===== config.mk =====
export PLATFORM = sky130hd
export DESIGN_NAME = uart_flow_ctl
export DESIGN_NICKNAME = d
export VERILOG_FILES = /design/src/rtl/uart_fc_pkg.sv /design/src/rtl/fc_sync.sv /design/src/rtl/fc_tx_path.sv /design/src/rtl/fc_rx_path.sv /design/src/rtl/uart_flow_ctl.sv
export SDC_FILE = /design/constraint.sdc
export NUM_CORES = 1
export LEC_CHECK = 0
export ABC_AREA = 1
export BUFFER_PORTS_ARGS = -buffer_cell sky130_fd_sc_hd__buf_2
export CAP_MARGIN = 40
export CORE_AREA = 2 2 62 88
export DETAILED_ROUTE_END_ITERATION = 16
export DIE_AREA = 0 0 64 90
export GPL_ROUTABILITY_DRIVEN = 0
export GPL_TIMING_DRIVEN = 0
export PLACE_DENSITY = 0.7
export SYNTH_ARGS = -nofsm -noshare
export SYNTH_HDL_FRONTEND = slang
export SYNTH_HIERARCHICAL = 1
export SYNTH_SLANG_ARGS = --single-unit

===== constraint.sdc =====
create_clock -name clk -period 2.27 [get_ports clk]
set_input_delay 0.227 -clock clk [delete_from_list [all_inputs] [get_ports clk]]
set_output_delay 0.227 -clock clk [all_outputs]
set_load 0.005 [all_outputs]

===== src/rtl/uart_fc_pkg.sv =====
package uart_fc_pkg;

  typedef enum logic {
    TX_IDLE = 1'b0,
    TX_SEND = 1'b1
  } tx_state_e;

  typedef enum logic {
    RX_IDLE = 1'b0,
    RX_BITS = 1'b1
  } rx_state_e;

  // Width of a counter that must hold values 0 .. n-1 (at least one bit).
  function automatic int cnt_w(input int n);
    return (n > 1) ? $clog2(n) : 1;
  endfunction

endpackage


===== src/rtl/fc_sync.sv =====
module fc_sync #(
  parameter int   STAGES  = 2,
  parameter logic RST_VAL = 1'b1
) (
  input  logic clk,
  input  logic rst_n,
  input  logic d,
  output logic q
);

  logic [STAGES-1:0] chain_q;
  logic [STAGES-1:0] chain_d;

  assign chain_d[0] = d;

  generate
    for (genvar i = 1; i < STAGES; i++) begin : g_stage
      assign chain_d[i] = chain_q[i-1];
    end
  endgenerate

  always_ff @(posedge clk or negedge rst_n) begin
    if (!rst_n) chain_q <= {STAGES{RST_VAL}};
    else        chain_q <= chain_d;
  end

  assign q = chain_q[STAGES-1];

endmodule


===== src/rtl/fc_tx_path.sv =====
module fc_tx_path
  import uart_fc_pkg::*;
#(
  parameter int DATA_W  = 8,
  parameter int BIT_CYC = 4
) (
  input  logic              clk,
  input  logic              rst_n,
  input  logic              wr,
  input  logic [DATA_W-1:0] wdata,
  input  logic              start_ok,
  output logic              hold_full,
  output logic              busy,
  output logic              line
);

  localparam int FW = DATA_W + 2;
  localparam int CW = cnt_w(BIT_CYC);
  localparam int IW = cnt_w(FW);

  tx_state_e         st_q, st_d;
  logic [DATA_W-1:0] hold_q;
  logic              full_q, full_d;
  logic [FW-1:0]     sh_q, sh_d;
  logic [CW-1:0]     cnt_q, cnt_d;
  logic [IW-1:0]     idx_q, idx_d;
  logic              load;
  logic              bit_end;

  assign load    = (st_q == TX_IDLE) && full_q && start_ok;
  assign bit_end = (cnt_q == CW'(BIT_CYC - 1));

  always_comb begin
    st_d   = st_q;
    sh_d   = sh_q;
    cnt_d  = cnt_q;
    idx_d  = idx_q;
    full_d = wr | (full_q & ~load);
    case (st_q)
      TX_IDLE: begin
        if (load) begin
          st_d  = TX_SEND;
          sh_d  = {1'b1, hold_q, 1'b0};
          cnt_d = '0;
          idx_d = '0;
        end
      end
      TX_SEND: begin
        if (bit_end) begin
          cnt_d = '0;
          sh_d  = {1'b1, sh_q[FW-1:1]};
          if (idx_q == IW'(FW - 1)) st_d = TX_IDLE;
          else                      idx_d = idx_q + 1'b1;
        end else begin
          cnt_d = cnt_q + 1'b1;
        end
      end
      default: st_d = TX_IDLE;
    endcase
  end

  always_ff @(posedge clk or negedge rst_n) begin
    if (!rst_n) begin
      st_q   <= TX_IDLE;
      full_q <= 1'b0;
      sh_q   <= '1;
      cnt_q  <= '0;
      idx_q  <= '0;
    end else begin
      st_q   <= st_d;
      full_q <= full_d;
      sh_q   <= sh_d;
      cnt_q  <= cnt_d;
      idx_q  <= idx_d;
    end
  end

  always_ff @(posedge clk or negedge rst_n) begin
    if (!rst_n)  hold_q <= '0;
    else if (wr) hold_q <= wdata;
  end

  assign hold_full = full_q;
  assign busy      = (st_q == TX_SEND);
  assign line      = (st_q == TX_SEND) ? sh_q[0] : 1'b1;

endmodule


===== src/rtl/fc_rx_path.sv =====
module fc_rx_path
  import uart_fc_pkg::*;
#(
  parameter int DATA_W  = 8,
  parameter int BIT_CYC = 4
) (
  input  logic              clk,
  input  logic              rst_n,
  input  logic              line,
  input  logic              rx_en,
  input  logic              rd,
  output logic [DATA_W-1:0] data,
  output logic              valid
);

  localparam int CW = cnt_w(BIT_CYC);
  localparam int IW = cnt_w(DATA_W + 1);

  rx_state_e         st_q, st_d;
  logic [DATA_W-1:0] sh_q, sh_d;
  logic [DATA_W-1:0] data_q;
  logic              valid_q, valid_d;
  logic [CW-1:0]     cnt_q, cnt_d;
  logic [IW-1:0]     idx_q, idx_d;
  logic              bit_end;
  logic              done;

  assign bit_end = (cnt_q == CW'(BIT_CYC - 1));

  always_comb begin
    st_d  = st_q;
    sh_d  = sh_q;
    cnt_d = cnt_q;
    idx_d = idx_q;
    done  = 1'b0;
    case (st_q)
      RX_IDLE: begin
        if (rx_en && !line) begin
          st_d  = RX_BITS;
          cnt_d = '0;
          idx_d = '0;
        end
      end
      RX_BITS: begin
        if (bit_end) begin
          cnt_d = '0;
          if (idx_q == IW'(DATA_W)) begin
            st_d = RX_IDLE;
            done = 1'b1;
          end else begin
            sh_d  = {line, sh_q[DATA_W-1:1]};
            idx_d = idx_q + 1'b1;
          end
        end else begin
          cnt_d = cnt_q + 1'b1;
        end
      end
      default: st_d = RX_IDLE;
    endcase
    valid_d = done | (valid_q & ~rd);
  end

  always_ff @(posedge clk or negedge rst_n) begin
    if (!rst_n) begin
      st_q    <= RX_IDLE;
      sh_q    <= '0;
      cnt_q   <= '0;
      idx_q   <= '0;
      valid_q <= 1'b0;
    end else begin
      st_q    <= st_d;
      sh_q    <= sh_d;
      cnt_q   <= cnt_d;
      idx_q   <= idx_d;
      valid_q <= valid_d;
    end
  end

  always_ff @(posedge clk or negedge rst_n) begin
    if (!rst_n)    data_q <= '0;
    else if (done) data_q <= sh_q;
  end

  assign data  = data_q;
  assign valid = valid_q;

endmodule


===== src/rtl/uart_flow_ctl.sv =====
module uart_flow_ctl #(
  parameter int DATA_W      = 8,
  parameter int BIT_CYC     = 4,
  parameter int SYNC_STAGES = 2
) (
  input  logic              clk,
  input  logic              rst_n,
  input  logic              fc_en,
  input  logic              in_mode,
  input  logic              out_mode,
  input  logic              hs_in_n,
  output logic              hs_out_n,
  input  logic              tx_wr,
  input  logic [DATA_W-1:0] tx_wdata,
  output logic              tx_hold_full,
  output logic              tx_busy,
  output logic              tx_line,
  input  logic              rx_line,
  input  logic              rx_rd,
  output logic [DATA_W-1:0] rx_data,
  output logic              rx_valid
);

  logic rst_n_int;
  logic hs_in_s;
  logic hs_act;
  logic tx_ok;
  logic rx_ok;
  logic hs_out_q, hs_out_d;

  // Reset asserts at once and is released on a clock edge.
  fc_sync #(.STAGES(2), .RST_VAL(1'b0)) u_rst_sync (
    .clk   (clk),
    .rst_n (rst_n),
    .d     (1'b1),
    .q     (rst_n_int)
  );

  // The handshake pin rests inactive (high) while in reset.
  fc_sync #(.STAGES(SYNC_STAGES), .RST_VAL(1'b1)) u_hs_sync (
    .clk   (clk),
    .rst_n (rst_n_int),
    .d     (hs_in_n),
    .q     (hs_in_s)
  );

  assign hs_act = ~hs_in_s;
  assign tx_ok  = ~fc_en | in_mode  | hs_act;
  assign rx_ok  = ~fc_en | ~in_mode | hs_act;

  fc_tx_path #(.DATA_W(DATA_W), .BIT_CYC(BIT_CYC)) u_tx (
    .clk       (clk),
    .rst_n     (rst_n_int),
    .wr        (tx_wr),
    .wdata     (tx_wdata),
    .start_ok  (tx_ok),
    .hold_full (tx_hold_full),
    .busy      (tx_busy),
    .line      (tx_line)
  );

  fc_rx_path #(.DATA_W(DATA_W), .BIT_CYC(BIT_CYC)) u_rx (
    .clk   (clk),
    .rst_n (rst_n_int),
    .line  (rx_line),
    .rx_en (rx_ok),
    .rd    (rx_rd),
    .data  (rx_data),
    .valid (rx_valid)
  );

  always_comb begin
    if (!fc_en)        hs_out_d = 1'b1;
    else if (out_mode) hs_out_d = ~tx_hold_full;
    else               hs_out_d = rx_valid;
  end

  always_ff @(posedge clk or negedge rst_n_int) begin
    if (!rst_n_int) hs_out_q <= 1'b1;
    else            hs_out_q <= hs_out_d;
  end

  assign hs_out_n = hs_out_q;

endmodule


Word level (Yosys, flattened, before mapping) --
Cells that the tools add are included.
Storage, ports and cells: flip-flop bits (word level) 55, bits of input ports 17, output and inout bits 13, word-level logic and storage cells 85
Operators by class: $add $sub $neg 4, equality and inequality tests 10, muxes and demuxes 31, bitwise gates (word level) 17, reductions and logical operators 8
Operator list (count):
- $mux W4 | 6
- $mux W10 | 2
- $pmux W10 S2 | 1
- $pmux W4 S2 | 2
- $mux W1 | 12
- $not A1 Y1 | 9
- $reduce_and A3 Y1 | 3
- $add A4 B1 Y4 const B | 2
- $eq A4 B4 Y1 const B | 2
- $mux W2 | 4
- $ne A2 B2 Y1 const B | 4
- $pmux W2 S2 | 2
- $or A1 B1 Y1 | 6
- $add A2 B1 Y2 const B | 2
- $eq A2 B2 Y1 const B | 2
- $ne A2 B1 Y1 const B | 2
- $pmux W1 S2 | 2
- $logic_and A1 B1 Y1 | 3
- $and A1 B1 Y1 | 2
- $reduce_and A2 Y1 | 1
- $logic_not A1 Y1 | 1

Logic depth before layout (Yosys ltp) --
depth after elaboration 7, gate-level depth with buffers 8, depth with buffers taken out 7

Hierarchy --
Netlist, hierarchy kept.
By module, submodules not included:
- fc_tx_path | times used 1, cells an instance 130, area an instance 1188.6 um^2, seq. area each 636.9 um^2
- fc_rx_path | times used 1, cells an instance 113, area an instance 1099.8 um^2, seq. area each 600.6 um^2
- uart_flow_ctl | times used 1, cells an instance 9, area an instance 70.1 um^2, seq. area each 26.3 um^2
- fc_sync (u_hs_sync) | times used 1, cells an instance 2, area an instance 52.6 um^2, seq. area each 52.6 um^2
- fc_sync (u_rst_sync) | times used 1, cells an instance 2, area an instance 50.0 um^2, seq. area each 50.0 um^2

Worst setup path after synthesis --
OpenSTA, ideal clock, no wires.
path kind reg-to-reg, start reg u_rx.idx_q[0], end reg u_rx.data_q[7], in the netlist u_rx/data[7], setup time 118 ps, data arrival time 1143 ps, data required time 2152 ps, path slack 1008 ps, stages on the path, launching flop included 9, path buffers 1, clock period less this slack 1262 ps, cell sequence dfrtp_1 inv_1 ha_1 nand2_2 nor2_4 nand2_4 buf_6 nand2_1 o21ai_2
On the way: word-level cells in the longest chain between the ends 4
Ends and longest elaborated chain:
- start, declared | RTL line fc_rx_path.sv:24 | logic [IW-1:0] idx_q, idx_d;
- start signal, assigned | RTL line fc_rx_path.sv:74 | idx_q <= idx_d;
- $eq A4 B4 Y1 | RTL line fc_rx_path.sv:47 | if (idx_q == IW'(DATA_W)) begin
- $mux W1 | RTL line fc_rx_path.sv:47
- $mux W1 | RTL line fc_rx_path.sv:45 | if (bit_end) begin
- $mux W1 | RTL line fc_rx_path.sv:36 | case (st_q)
- end signal, assigned | RTL line fc_rx_path.sv:81 | else if (done) data_q <= sh_q;
- end, declared | RTL line fc_rx_path.sv:21 | logic [DATA_W-1:0] data_q;
Every way passes these cells. A chain may end at the register's enable or synchronous reset.

Worst setup path after layout --
Ends and elaborated chain as after synthesis.

==> impl_metrics.ini <==
[status]
status = complete, no violations

[routing]
drtAntennaViolNets = 0
drt_iter0_markers = 64
totalWireLength_um = 4330
post-route-drc-count = 0
vias_per_cell = 4.81
firstDrtPassIters = 4
wl_per_cell_um = 12.0
vias = 1737

[clock_network]
cts_root_buf = clkbuf_8
htreeDepth = 2
clkTransAtPathRegs_ns = 0.09
cts_max_path_buffers = 2
insertion_delay_ns = 0.30
cts_buffers = 5
cts_resized = 0
cts_tree = built
numClockSinks = 54

[sta]
holdWs_ns = 0.0242
period_share = 0.615
skew_ns = 0.00840
fmax_mhz = 717
setup_tns_ns = 0
finalSetupViolCount = 0
slew_viol_final = 0
rsz0062_at_grt = no
fin_crit_ns = 1.40
finalHoldViolCount = 0
setup_ws_ns = 0.874

[setup_path]
worst_r2r_path_depth = 8
crit_type = reg -> reg
cp_max_fo = 10
r2r_slack_ns = 0.87
cp-startpoint = u_rx/idx_q[0]
r2r_start = u_rx/idx_q[0]
critical_path_arrival_ns = 1.59
cp-endpoint = u_rx/data[7]
worstPathRequired_ns = 2.47
end_kind = flip-flop
critPathLaunchType = flip-flop
reg2reg_to = u_rx/data[7]
cpMaxStageDelayCell = dfrtp_1
slowest_delay_ns = 0.42
cp_cell_sequence = inv_1, ha_1, nand2_2, nor2_4, nand2_4, buf_6, nand2_1, o21ai_2

[pwr]
p_clk_frac = 0.155
comb_power_share = 0.370
pwr-share-seq = 0.474
design_power_total_mw = 3.31
p_per_area_mw_per_mm2 = 1180
p_sw_frac = 0.370
p_sw_mw = 1.23
internal-power_mw = 2.09
ir_drop_mv = 0.632
leakage_nw = 1.43

[global_route]
grt_max_degree = 39
grt.overflow.total = 0
grt_pass1_wl_um = 7840
track_usage = 0.169
antenna_found_initial = 0
grt_pass1_vias = 1823

[floorplanning]
rows = 31
start_util = 0.492
core_mm2 = 0.00500
ios = 30
die_w_um = 64
die_h_um = 90
dieArea_mm2 = 0.00576

[placed_design]
dp.cells = 352
placed_area_mm2 = 0.00271
place_ws_ns = 0.872
dp_hpwl_um = 3280
port_buffers = 29

[synth]
async_flop_share = 1.00
synthFlopType = dfrtp_1
synth-edff-count = 0
yosysTopAreaCell = dfrtp_1
yosysWarnings = 6
synth_commonest_cells = nand2_1, dfrtp_1, inv_1, o21ai_2, nand3_1
synthCells = 256
synth.most_common_cell = nand2_1
ys_types = 33
synth_top_area_frac = 0.427
syn-num-nets = 279
syn_area_mm2 = 0.00246
synthTopCellsByArea = dfrtp_1, dfstp_2, nand2_1
syn_area_per_cell_um2 = 9.61
yosysSeqAreaShare = 0.555
synth-seq-cells = 54

[layout]
postLayoutCellArea_mm2 = 0.00281
seq_area_mm2 = 0.00137
layout-drive-gt1-share = 0.292
post-route-util = 0.561
area_growth_pct = 14.0
multi_input_area_um2 = 871
nets = 317
fillers = 460
diodes = 0
stdcell_count = 361

[min_path]
min-delay-start = hs_in_n
hold_class = in -> reg
worstHoldPathCells = 1

[flow_run]
drv_cap = 0
## power groups by stage
stage / registers, mW / logic [mW] / clock network, mW
4_1_cts: 1.58 / 1.26 / 0.541
2_1_floorplan: 1.56 / 0.947 / 0
6_report: 1.57 / 1.23 / 0.515
3_5_place_dp: 1.59 / 1.25 / 0
3_3_place_gp: 1.59 / 1.18 / 0
5_1_grt: 1.62 / 1.43 / 0.571
## critical path, delay by kind of cell (launching register included)
family	cells	cell delay (ns)
AO/OA/AOI/OAI	1	0.05
adder cells (fa/ha/maj)	1	0.19
buffers and inverters	2	0.27
flip-flops	1	0.42
AND/OR/NAND/NOR	4	0.37
## cell usage in the layout (no fill, tap or decap), types with 2 or more instances in the layout
| cell | instances |
|---|---|
| a21oi_1 | 4 |
| buf_2 | 30 |
| buf_6 | 4 |
| clkbuf_8 | 5 |
| dfrtp_1 | 41 |
| dfstp_2 | 12 |
| ha_1 | 6 |
| inv_1 | 34 |
| nand2_1 | 75 |
| nand2_2 | 5 |
| nand2_4 | 2 |
| nand3_1 | 13 |
| nand4_1 | 3 |
| nor2_1 | 2 |
| o211ai_1 | 6 |
| o21ai_0 | 12 |
| o21ai_1 | 4 |
| o21ai_2 | 15 |
## worst min path at each step
| stage | endpoint |
|---|---|
| after floorplan | u_rst_sync/chain_q[0] |
| after global placement | u_rst_sync/chain_q[0] |
| after detailed placement | u_rst_sync/chain_q[0] |
| after CTS | u_hs_sync/chain_q[0] |
| after global routing | u_hs_sync/chain_q[0] |
| final | u_hs_sync/chain_q[0] |
## logic make-up after synthesis
kind of cell             synth area share
other                             0.00152
AND/OR/NAND/NOR                     0.197
AO/OA/AOI/OAI                       0.121
flip-flops                          0.555
buffers and inverters              0.0910
adder cells (fa/ha/maj)            0.0305
XOR/XNOR                          0.00356
## sequential cells by signal (all words and copies together) (netlist names)
name,cells
u_tx/sh_q,9
hs_out_n,1
u_rx/st_q,1
u_rx/sh_q,8
u_rx/valid,1
u_hs_sync/chain_q,2
u_tx/cnt_q,2
u_rx/data,8
u_rst_sync/chain_q,2
u_rx/cnt_q,2
u_tx/idx_q,4
u_tx/hold_q,8
u_rx/idx_q,4
u_tx/busy,1
u_tx/hold_full,1
## metal layers
metal,track usage,share of wire,vias up
met3,0.0338,0.033,4
li1,-,-,882
met2,0.305,0.54,17
met5,0,0,-
met4,0.0489,0.0097,0
met1,0.199,0.41,834
## what timing repair did
item,4_1_cts,5_1_grt
setup buffers,0,0
endpoints found under the hold margin,2,0
hold buffers,1,0
## final cells by class
cell class | count | area share
plain buffers | 7 | 0.0259
clock buffers | 6 | 0.0259
clock inverters | 2 | 0.00490
inverters | 37 | 0.0539
multi-input cells | 158 | 0.310
flip-flops and latches | 54 | 0.487
well taps | 66 | 0.0294
repair buffers | 31 | 0.0624
Note: power is estimated with default switching activity, not from simulation.
